==> config.mk <==
export PLATFORM = sky130hd
export DESIGN_NAME = mc_core
export DESIGN_NICKNAME = d
export VERILOG_FILES = /design/src/rtl/mc_pkg.sv /design/src/rtl/mc_regfile.sv /design/src/rtl/mc_decode.sv /design/src/rtl/mc_alu.sv /design/src/rtl/mc_fsm.sv /design/src/rtl/mc_core.sv
export SDC_FILE = /design/constraint.sdc
export NUM_CORES = 2
export LEC_CHECK = 0
export BUFFER_PORTS_ARGS = -buffer_cell sky130_fd_sc_hd__clkbuf_2
export CORE_UTILIZATION = 30
export DETAILED_ROUTE_END_ITERATION = 6
export SYNTH_ARGS = -nofsm -noshare
export SYNTH_HDL_FRONTEND = slang
export SYNTH_SLANG_ARGS = --single-unit
==> constraint.sdc <==
create_clock -name clk_i -period 4.95 [get_ports clk_i]
set_input_delay 0.2475 -clock clk_i [delete_from_list [all_inputs] [get_ports clk_i]]
set_output_delay 0.2475 -clock clk_i [all_outputs]
set_load 0.02 [all_outputs]
==> src/rtl/mc_pkg.sv <==
package mc_pkg;

  typedef enum logic [2:0] {
    S_FETCH  = 3'd0,
    S_DECODE = 3'd1,
    S_EXEC   = 3'd2,
    S_MEM    = 3'd3,
    S_WB     = 3'd4
  } state_e;

  typedef enum logic [2:0] {
    K_NONE   = 3'd0,
    K_LOAD   = 3'd1,
    K_STORE  = 3'd2,
    K_BRANCH = 3'd3,
    K_ALU    = 3'd4,
    K_ALUI   = 3'd5
  } kind_e;

  localparam logic [6:0] OPC_LOAD   = 7'b0000011;
  localparam logic [6:0] OPC_STORE  = 7'b0100011;
  localparam logic [6:0] OPC_BRANCH = 7'b1100011;
  localparam logic [6:0] OPC_ALU    = 7'b0110011;
  localparam logic [6:0] OPC_ALUI   = 7'b0010011;

  localparam logic [2:0] F3_WORD = 3'b010;
  localparam logic [2:0] F3_BEQ  = 3'b000;
  localparam logic [2:0] F3_ADD  = 3'b000;
  localparam logic [2:0] F3_SLL  = 3'b001;
  localparam logic [2:0] F3_SLT  = 3'b010;
  localparam logic [2:0] F3_SLTU = 3'b011;
  localparam logic [2:0] F3_XOR  = 3'b100;
  localparam logic [2:0] F3_SR   = 3'b101;
  localparam logic [2:0] F3_OR   = 3'b110;
  localparam logic [2:0] F3_AND  = 3'b111;

endpackage

==> src/rtl/mc_regfile.sv <==
module mc_regfile #(
  parameter int XLEN = 32,
  parameter int RAW  = 5
) (
  input  logic            clk_i,
  input  logic            rst_ni,
  input  logic [RAW-1:0]  ra1_i,
  input  logic [RAW-1:0]  ra2_i,
  output logic [XLEN-1:0] rd1_o,
  output logic [XLEN-1:0] rd2_o,
  input  logic            we_i,
  input  logic [RAW-1:0]  wa_i,
  input  logic [XLEN-1:0] wd_i
);
  localparam int NREG = 1 << RAW;

  logic [XLEN-1:0] regs_q [NREG];

  always_ff @(posedge clk_i or negedge rst_ni) begin
    if (!rst_ni) begin
      for (int i = 0; i < NREG; i++) regs_q[i] <= '0;
    end else if (we_i && (wa_i != '0)) begin
      regs_q[wa_i] <= wd_i;
    end
  end

  // x0 hardwired to zero at the read side
  assign rd1_o = (ra1_i == '0) ? '0 : regs_q[ra1_i];
  assign rd2_o = (ra2_i == '0) ? '0 : regs_q[ra2_i];

endmodule

==> src/rtl/mc_decode.sv <==
module mc_decode
  import mc_pkg::*;
#(
  parameter int XLEN = 32
) (
  input  logic [31:0]     instr_i,
  output kind_e           kind_o,
  output logic [4:0]      rs1_o,
  output logic [4:0]      rs2_o,
  output logic [4:0]      rd_o,
  output logic [2:0]      funct3_o,
  output logic            alt_o,
  output logic            use_imm_o,
  output logic [XLEN-1:0] imm_o
);
  logic [6:0] opc;
  logic [2:0] f3;

  assign opc      = instr_i[6:0];
  assign f3       = instr_i[14:12];
  // fixed field positions: registers are read in parallel with decode
  assign rs1_o    = instr_i[19:15];
  assign rs2_o    = instr_i[24:20];
  assign rd_o     = instr_i[11:7];
  assign funct3_o = f3;

  always_comb begin
    kind_o = K_NONE;
    unique case (opc)
      OPC_LOAD:   if (f3 == F3_WORD) kind_o = K_LOAD;
      OPC_STORE:  if (f3 == F3_WORD) kind_o = K_STORE;
      OPC_BRANCH: if (f3 == F3_BEQ)  kind_o = K_BRANCH;
      OPC_ALU:    kind_o = K_ALU;
      OPC_ALUI:   kind_o = K_ALUI;
      default:    kind_o = K_NONE;
    endcase
  end

  assign alt_o = instr_i[30] &&
                 ((kind_o == K_ALU) || ((kind_o == K_ALUI) && (f3 == F3_SR)));
  assign use_imm_o = (kind_o != K_ALU);

  always_comb begin
    unique case (kind_o)
      K_STORE:  imm_o = {{(XLEN-12){instr_i[31]}}, instr_i[31:25], instr_i[11:7]};
      K_BRANCH: imm_o = {{(XLEN-12){instr_i[31]}}, instr_i[7], instr_i[30:25],
                         instr_i[11:8], 1'b0};
      default:  imm_o = {{(XLEN-12){instr_i[31]}}, instr_i[31:20]};
    endcase
  end

endmodule

==> src/rtl/mc_alu.sv <==
module mc_alu
  import mc_pkg::*;
#(
  parameter int XLEN = 32
) (
  input  logic [XLEN-1:0] a_i,
  input  logic [XLEN-1:0] b_i,
  input  logic [2:0]      funct3_i,
  input  logic            alt_i,
  output logic [XLEN-1:0] y_o
);
  localparam int SHW = $clog2(XLEN);

  logic [SHW-1:0] shamt;
  assign shamt = b_i[SHW-1:0];

  always_comb begin
    unique case (funct3_i)
      F3_ADD:  y_o = alt_i ? (a_i - b_i) : (a_i + b_i);
      F3_SLL:  y_o = a_i << shamt;
      F3_SLT:  y_o = {{(XLEN-1){1'b0}}, ($signed(a_i) < $signed(b_i))};
      F3_SLTU: y_o = {{(XLEN-1){1'b0}}, (a_i < b_i)};
      F3_XOR:  y_o = a_i ^ b_i;
      F3_SR:   y_o = alt_i ? XLEN'($signed(a_i) >>> shamt) : (a_i >> shamt);
      F3_OR:   y_o = a_i | b_i;
      default: y_o = a_i & b_i;
    endcase
  end

endmodule

==> src/rtl/mc_fsm.sv <==
module mc_fsm
  import mc_pkg::*;
(
  input  logic   clk_i,
  input  logic   rst_ni,
  input  kind_e  kind_i,
  output state_e state_o,
  output logic   done_o
);
  state_e state_q, state_d;

  always_comb begin
    state_d = state_q;
    done_o  = 1'b0;
    unique case (state_q)
      S_FETCH:  state_d = S_DECODE;
      S_DECODE: begin
        // branches and unsupported encodings retire here
        if ((kind_i == K_BRANCH) || (kind_i == K_NONE)) begin
          state_d = S_FETCH;
          done_o  = 1'b1;
        end else begin
          state_d = S_EXEC;
        end
      end
      S_EXEC:   state_d = S_MEM;
      S_MEM: begin
        if (kind_i == K_STORE) begin
          state_d = S_FETCH;
          done_o  = 1'b1;
        end else begin
          state_d = S_WB;
        end
      end
      S_WB: begin
        state_d = S_FETCH;
        done_o  = 1'b1;
      end
      default:  state_d = S_FETCH;
    endcase
  end

  always_ff @(posedge clk_i or negedge rst_ni) begin
    if (!rst_ni) state_q <= S_FETCH;
    else         state_q <= state_d;
  end

  assign state_o = state_q;

endmodule

==> src/rtl/mc_core.sv <==
module mc_core
  import mc_pkg::*;
#(
  parameter int XLEN    = 32,
  parameter int IMEM_AW = 10,
  parameter int DMEM_AW = 10
) (
  input  logic               clk_i,
  input  logic               rst_ni,
  output logic [IMEM_AW-1:0] imem_addr_o,
  input  logic [31:0]        imem_rdata_i,
  output logic [DMEM_AW-1:0] dmem_addr_o,
  output logic [XLEN-1:0]    dmem_wdata_o,
  output logic               dmem_we_o,
  output logic               dmem_re_o,
  input  logic [XLEN-1:0]    dmem_rdata_i,
  output logic [XLEN-1:0]    pc_o,
  output logic               done_o
);
  localparam int              RAW        = 5;
  localparam logic [XLEN-1:0] INSTR_BYTES = XLEN'(4);

  state_e          state;
  kind_e           kind;
  logic [31:0]     ir_q;
  logic [XLEN-1:0] pc_q, npc_q, a_q, b_q, imm_q, alu_q, mdr_q;

  logic [4:0]      rs1, rs2, rd;
  logic [2:0]      funct3;
  logic            alt, use_imm;
  logic [XLEN-1:0] dec_imm;
  logic [XLEN-1:0] rf_rd1, rf_rd2, rf_wd;
  logic            rf_we;
  logic [XLEN-1:0] br_tgt;
  logic            br_eq;
  logic [XLEN-1:0] alu_b, alu_y;
  logic [2:0]      alu_f3;
  logic            alu_alt;
  logic            addr_calc;

  mc_fsm u_fsm (
    .clk_i   (clk_i),
    .rst_ni  (rst_ni),
    .kind_i  (kind),
    .state_o (state),
    .done_o  (done_o)
  );

  mc_decode #(.XLEN(XLEN)) u_dec (
    .instr_i   (ir_q),
    .kind_o    (kind),
    .rs1_o     (rs1),
    .rs2_o     (rs2),
    .rd_o      (rd),
    .funct3_o  (funct3),
    .alt_o     (alt),
    .use_imm_o (use_imm),
    .imm_o     (dec_imm)
  );

  mc_regfile #(.XLEN(XLEN), .RAW(RAW)) u_rf (
    .clk_i  (clk_i),
    .rst_ni (rst_ni),
    .ra1_i  (rs1),
    .ra2_i  (rs2),
    .rd1_o  (rf_rd1),
    .rd2_o  (rf_rd2),
    .we_i   (rf_we),
    .wa_i   (rd),
    .wd_i   (rf_wd)
  );

  // address calculation and ALU execution share the execute step
  assign addr_calc = (kind == K_LOAD) || (kind == K_STORE);
  assign alu_b     = use_imm ? imm_q : b_q;
  assign alu_f3    = addr_calc ? F3_ADD : funct3;
  assign alu_alt   = addr_calc ? 1'b0 : alt;

  mc_alu #(.XLEN(XLEN)) u_alu (
    .a_i      (a_q),
    .b_i      (alu_b),
    .funct3_i (alu_f3),
    .alt_i    (alu_alt),
    .y_o      (alu_y)
  );

  // branch resolved in decode, target based on the branch's own address
  assign br_tgt = pc_q + dec_imm;
  assign br_eq  = (rf_rd1 == rf_rd2);

  always_ff @(posedge clk_i or negedge rst_ni) begin
    if (!rst_ni) begin
      pc_q  <= '0;
      npc_q <= '0;
      ir_q  <= '0;
      a_q   <= '0;
      b_q   <= '0;
      imm_q <= '0;
      alu_q <= '0;
      mdr_q <= '0;
    end else begin
      unique case (state)
        S_FETCH: begin
          ir_q  <= imem_rdata_i;
          npc_q <= pc_q + INSTR_BYTES;
        end
        S_DECODE: begin
          a_q   <= rf_rd1;
          b_q   <= rf_rd2;
          imm_q <= dec_imm;
          if (kind == K_BRANCH)    pc_q <= br_eq ? br_tgt : npc_q;
          else if (kind == K_NONE) pc_q <= npc_q;
        end
        S_EXEC: alu_q <= alu_y;
        S_MEM: begin
          if (kind == K_LOAD)  mdr_q <= dmem_rdata_i;
          if (kind == K_STORE) pc_q  <= npc_q;
        end
        S_WB:    pc_q <= npc_q;
        default: pc_q <= pc_q;
      endcase
    end
  end

  assign rf_we = (state == S_WB);
  assign rf_wd = (kind == K_LOAD) ? mdr_q : alu_q;

  assign imem_addr_o  = pc_q[IMEM_AW+1:2];
  assign dmem_addr_o  = alu_q[DMEM_AW+1:2];
  assign dmem_wdata_o = b_q;
  assign dmem_we_o    = (state == S_MEM) && (kind == K_STORE);
  assign dmem_re_o    = (state == S_MEM) && (kind == K_LOAD);
  assign pc_o         = pc_q;

endmodule

==> impl_metrics.toml <==
[route]
route.detailed.drc = 0
drtPass1Iterations = 6
drtIter0Drc = 7488
ant_nets = 0
wl_per_cell_um = 27.8
drt-vias-per-instance = 5.84
wirelength_mm = 295
vias = 61800

[clock_network]
cts_max_level = 4
cts_buffer_depth = 3
clock_sinks = 1264
cts_tree = "done"
clk_latency_ns = 0.83
numCtsBuffers = 146
cts_root_buffer = "clkbuf_16"
clkTransAtPathRegs_ns = 0.06

[die]
start_util_pct = 30.3
coreArea_sq_um = 241000
io_pins = 153
dieArea_sq_um = 245000
die_h_um = 495
num_rows = 180
die_w_um = 495

[placement]
placed_area_sq_um = 78400
io_buffers = 152
dp_hpwl_mm = 196
place_congestion = 1.00
dpl_worst_slack_ns = -0.657
dp_cells = 10300

[sta]
fin_ws_ns = 0.0612
clock_skew_ns = 0.0504
maxSlewViolCount = 0
min_period_ns = 4.89
relSlewSlack_pct = 8.53
final_hold_viol_count = 0
setup_tns_ns = 0
max_freq_mhz = 205
setup_viol = 0
fin_crit_sh_pct = 98.8
worstMarginPinSlew_ns = 1.36
rsz0062_at_grt = "false"

[run_status]
status = "complete, no violations"

[layout]
final_cells = 10600
final_cell_mix = "dfrtp_1, nand2_1, o21ai_0, a21oi_1, nor2_1"
layout-drive-gt1-share_pct = 20.2
fill_cells = 23900
regArea_sq_um = 31700
finish.instance_area_sq_um = 84100
syn_to_final_growth_pct = 15.2
multi_input_area_sq_um = 38100
fin_util_pct = 34.9
nets = 7471
layout_commonest_cell = "dfrtp_1"

[synthesis]
syn_area_sq_um = 73000
synth_area_leader_cell = "dfrtp_1"
netlist.area_leader.share_pct = 43.3
synthDistinctLibCells = 90
synth_fp_nets = 7405
ys_ff_latch = 1264
syn_inst = 7215
synth_enable_flop_cells = 0
yosys_warnings = 0
avgSynthCellArea_sq_um = 10.1
synth_area_leaders = "dfrtp_1, mux4_2, o21ai_0, nand2_1, a21oi_1"
synth_flop_cell = "dfrtp_1"
seq_area_frac_synth_pct = 43.3
synth-async-reset-ratio_pct = 100

[power]
powerDensity_nw_per_um2 = 589
max-vdd-ir-drop_v = 0.000458
leakage_nw = 35.6

[setup_path]
critPathRequiredTime_ns = 5.63
start_kind = "register"
cp-end-kind = "register"
arrival_ns = 5.57
crit_type = "register to register"
worstPathMaxFanout = 37

[grt]
grt_pass1_wl_mm = 426
grt_pass1_vias = 59300
grt_max_degree = 144
track_usage_pct = 23.6
overflow = 0
antenna_found_initial = 17

[job]
max-cap-violations = 0

[worst_hold_path]
min_path_type = "primary input to asynchronous set/reset pin"
-- synthesized netlist by cell type (16+ instances only) --
library cell  count
xor2_1           57
nor2b_1          20
buf_2            65
nor2_1          525
o21ai_0         926
mux4_2          472
a21o_1           46
a22o_1           24
o211ai_1         27
o21ai_1          21
a211oi_1         81
buf_4            47
mux2_2          111
nor3_1           95
and3_1           22
a31oi_1          28
o21bai_1         16
nand4_1          17
xnor2_1          49
o221ai_1         58
a221oi_1         21
buf_6            33
o22ai_1          64
a21oi_1         572
ha_1            122
o21a_1           17
inv_1           127
o31ai_1          25
a22oi_1          86
a211o_1          31
buf_1            27
nand3_1          90
nor4_1           21
nand2b_1         32
nand2_1        1016
clkbuf_1        512
mux2i_1         267
dfrtp_1        1264
-- critical path, stage by stage (launching register included) --
cell,delay [ns]
dfrtp_4,0.71
buf_4,0.25
mux4_2,0.51
mux2_2,0.27
o31ai_1,0.27
a211oi_2,0.12
xnor2_1,0.31
nor4_2,0.59
nand4_1,0.43
nor4_4,0.45
buf_12,0.28
nand2_1,0.09
o22a_1,0.16
o22a_1,0.19
-- registers in the layout, summed over array words and instances, names as in the netlist --
signal	flops
dmem_wdata_o	32
imm_q	13
u_rf.regs_q	1024
mdr_q	32
pc_o	32
ir_q	32
npc_q	32
alu_q	32
a_q	32
u_fsm.state_o	3
-- through the flow --
| stage | hold WS (ns) | total power, mW |
|---|---|---|
| 3_3_place_gp | 0.377 | 37.6 |
| 3_5_place_dp | 0.383 | 37.6 |
| 2_1_floorplan | -0.0481 | 27.9 |
| 5_1_grt | 0.171 | 51.5 |
| 4_1_cts | 0.132 | 49.0 |
| 6_report | 0.0913 | 49.6 |
-- timing repair --
action / in CTS / in global routing
pin swaps: 0 / 2
gates resized for setup: 6 / 14
hold buffers: 65 / 0
endpoints found under the setup margin: 8 / 12
hold endpoints to repair: 190 / 0
setup buffers: 0 / 2
gates cloned: 0 / 0
-- report_power, final --
group / internal (mW) / switching [mW]
logic: 8.73 / 16.6
registers: 11.3 / 1.64
clock network: 6.46 / 4.78
total: 26.5 / 23.0
-- area by class of cell --
class / count / share of cell area [%]
repair buffers: 616 / 5.88
multi-input cells: 5118 / 45.3
diodes: 6 / 0.0179
inverters: 135 / 0.602
clock inverters: 49 / 0.849
clock buffers: 210 / 5.02
flip-flops and latches: 1264 / 37.6
well taps: 3185 / 4.74
-- per-layer routing --
layer	global-route usage, %	vias up	wire length (um)	share of wire [%]
met1	32.8	31200	123000	42
met4	9.90	10	13400	4.6
met3	5.75	705	30600	10
li1	-	26400	-	-
met5	0	-	57	0.019
met2	35.1	3544	128000	43
-- worst paths after layout --
check | startpoint | cells after the start | end | slack (ns)
setup reg to reg | ir_q[20]$_DFFE_PN0P_ | 13 | pc_o[31]$_DFFE_PN0P_ | 0.06
hold reg to reg | u_rf.regs_q[1012]$_DFFE_PN0P_ | 0 | u_rf.regs_q[1012]$_DFFE_PN0P_ | 0.39
max in group asynchronous | rst_ni | 3 | ir_q[17]$_DFFE_PN0P_ | 3.25
hold / removal | rst_ni | 2 | u_rf.regs_q[77]$_DFFE_PN0P_ | 0.09
min in group clk_i | dmem_rdata_i[11] | 3 | mdr_q[11]$_DFFE_PN0P_ | 0.19
setup / recovery | ir_q[20]$_DFFE_PN0P_ | 13 | pc_o[31]$_DFFE_PN0P_ | 0.06
-- kinds of logic after synthesis --
group / share of synthesized area, %
mux: 20.3
xor+xnor: 1.27
simple gates: 10.9
fa+ha+maj: 2.15
buf+inv: 5.23
flops: 43.3
compound gates: 16.8
Note: power is estimated with default switching activity, not from simulation.
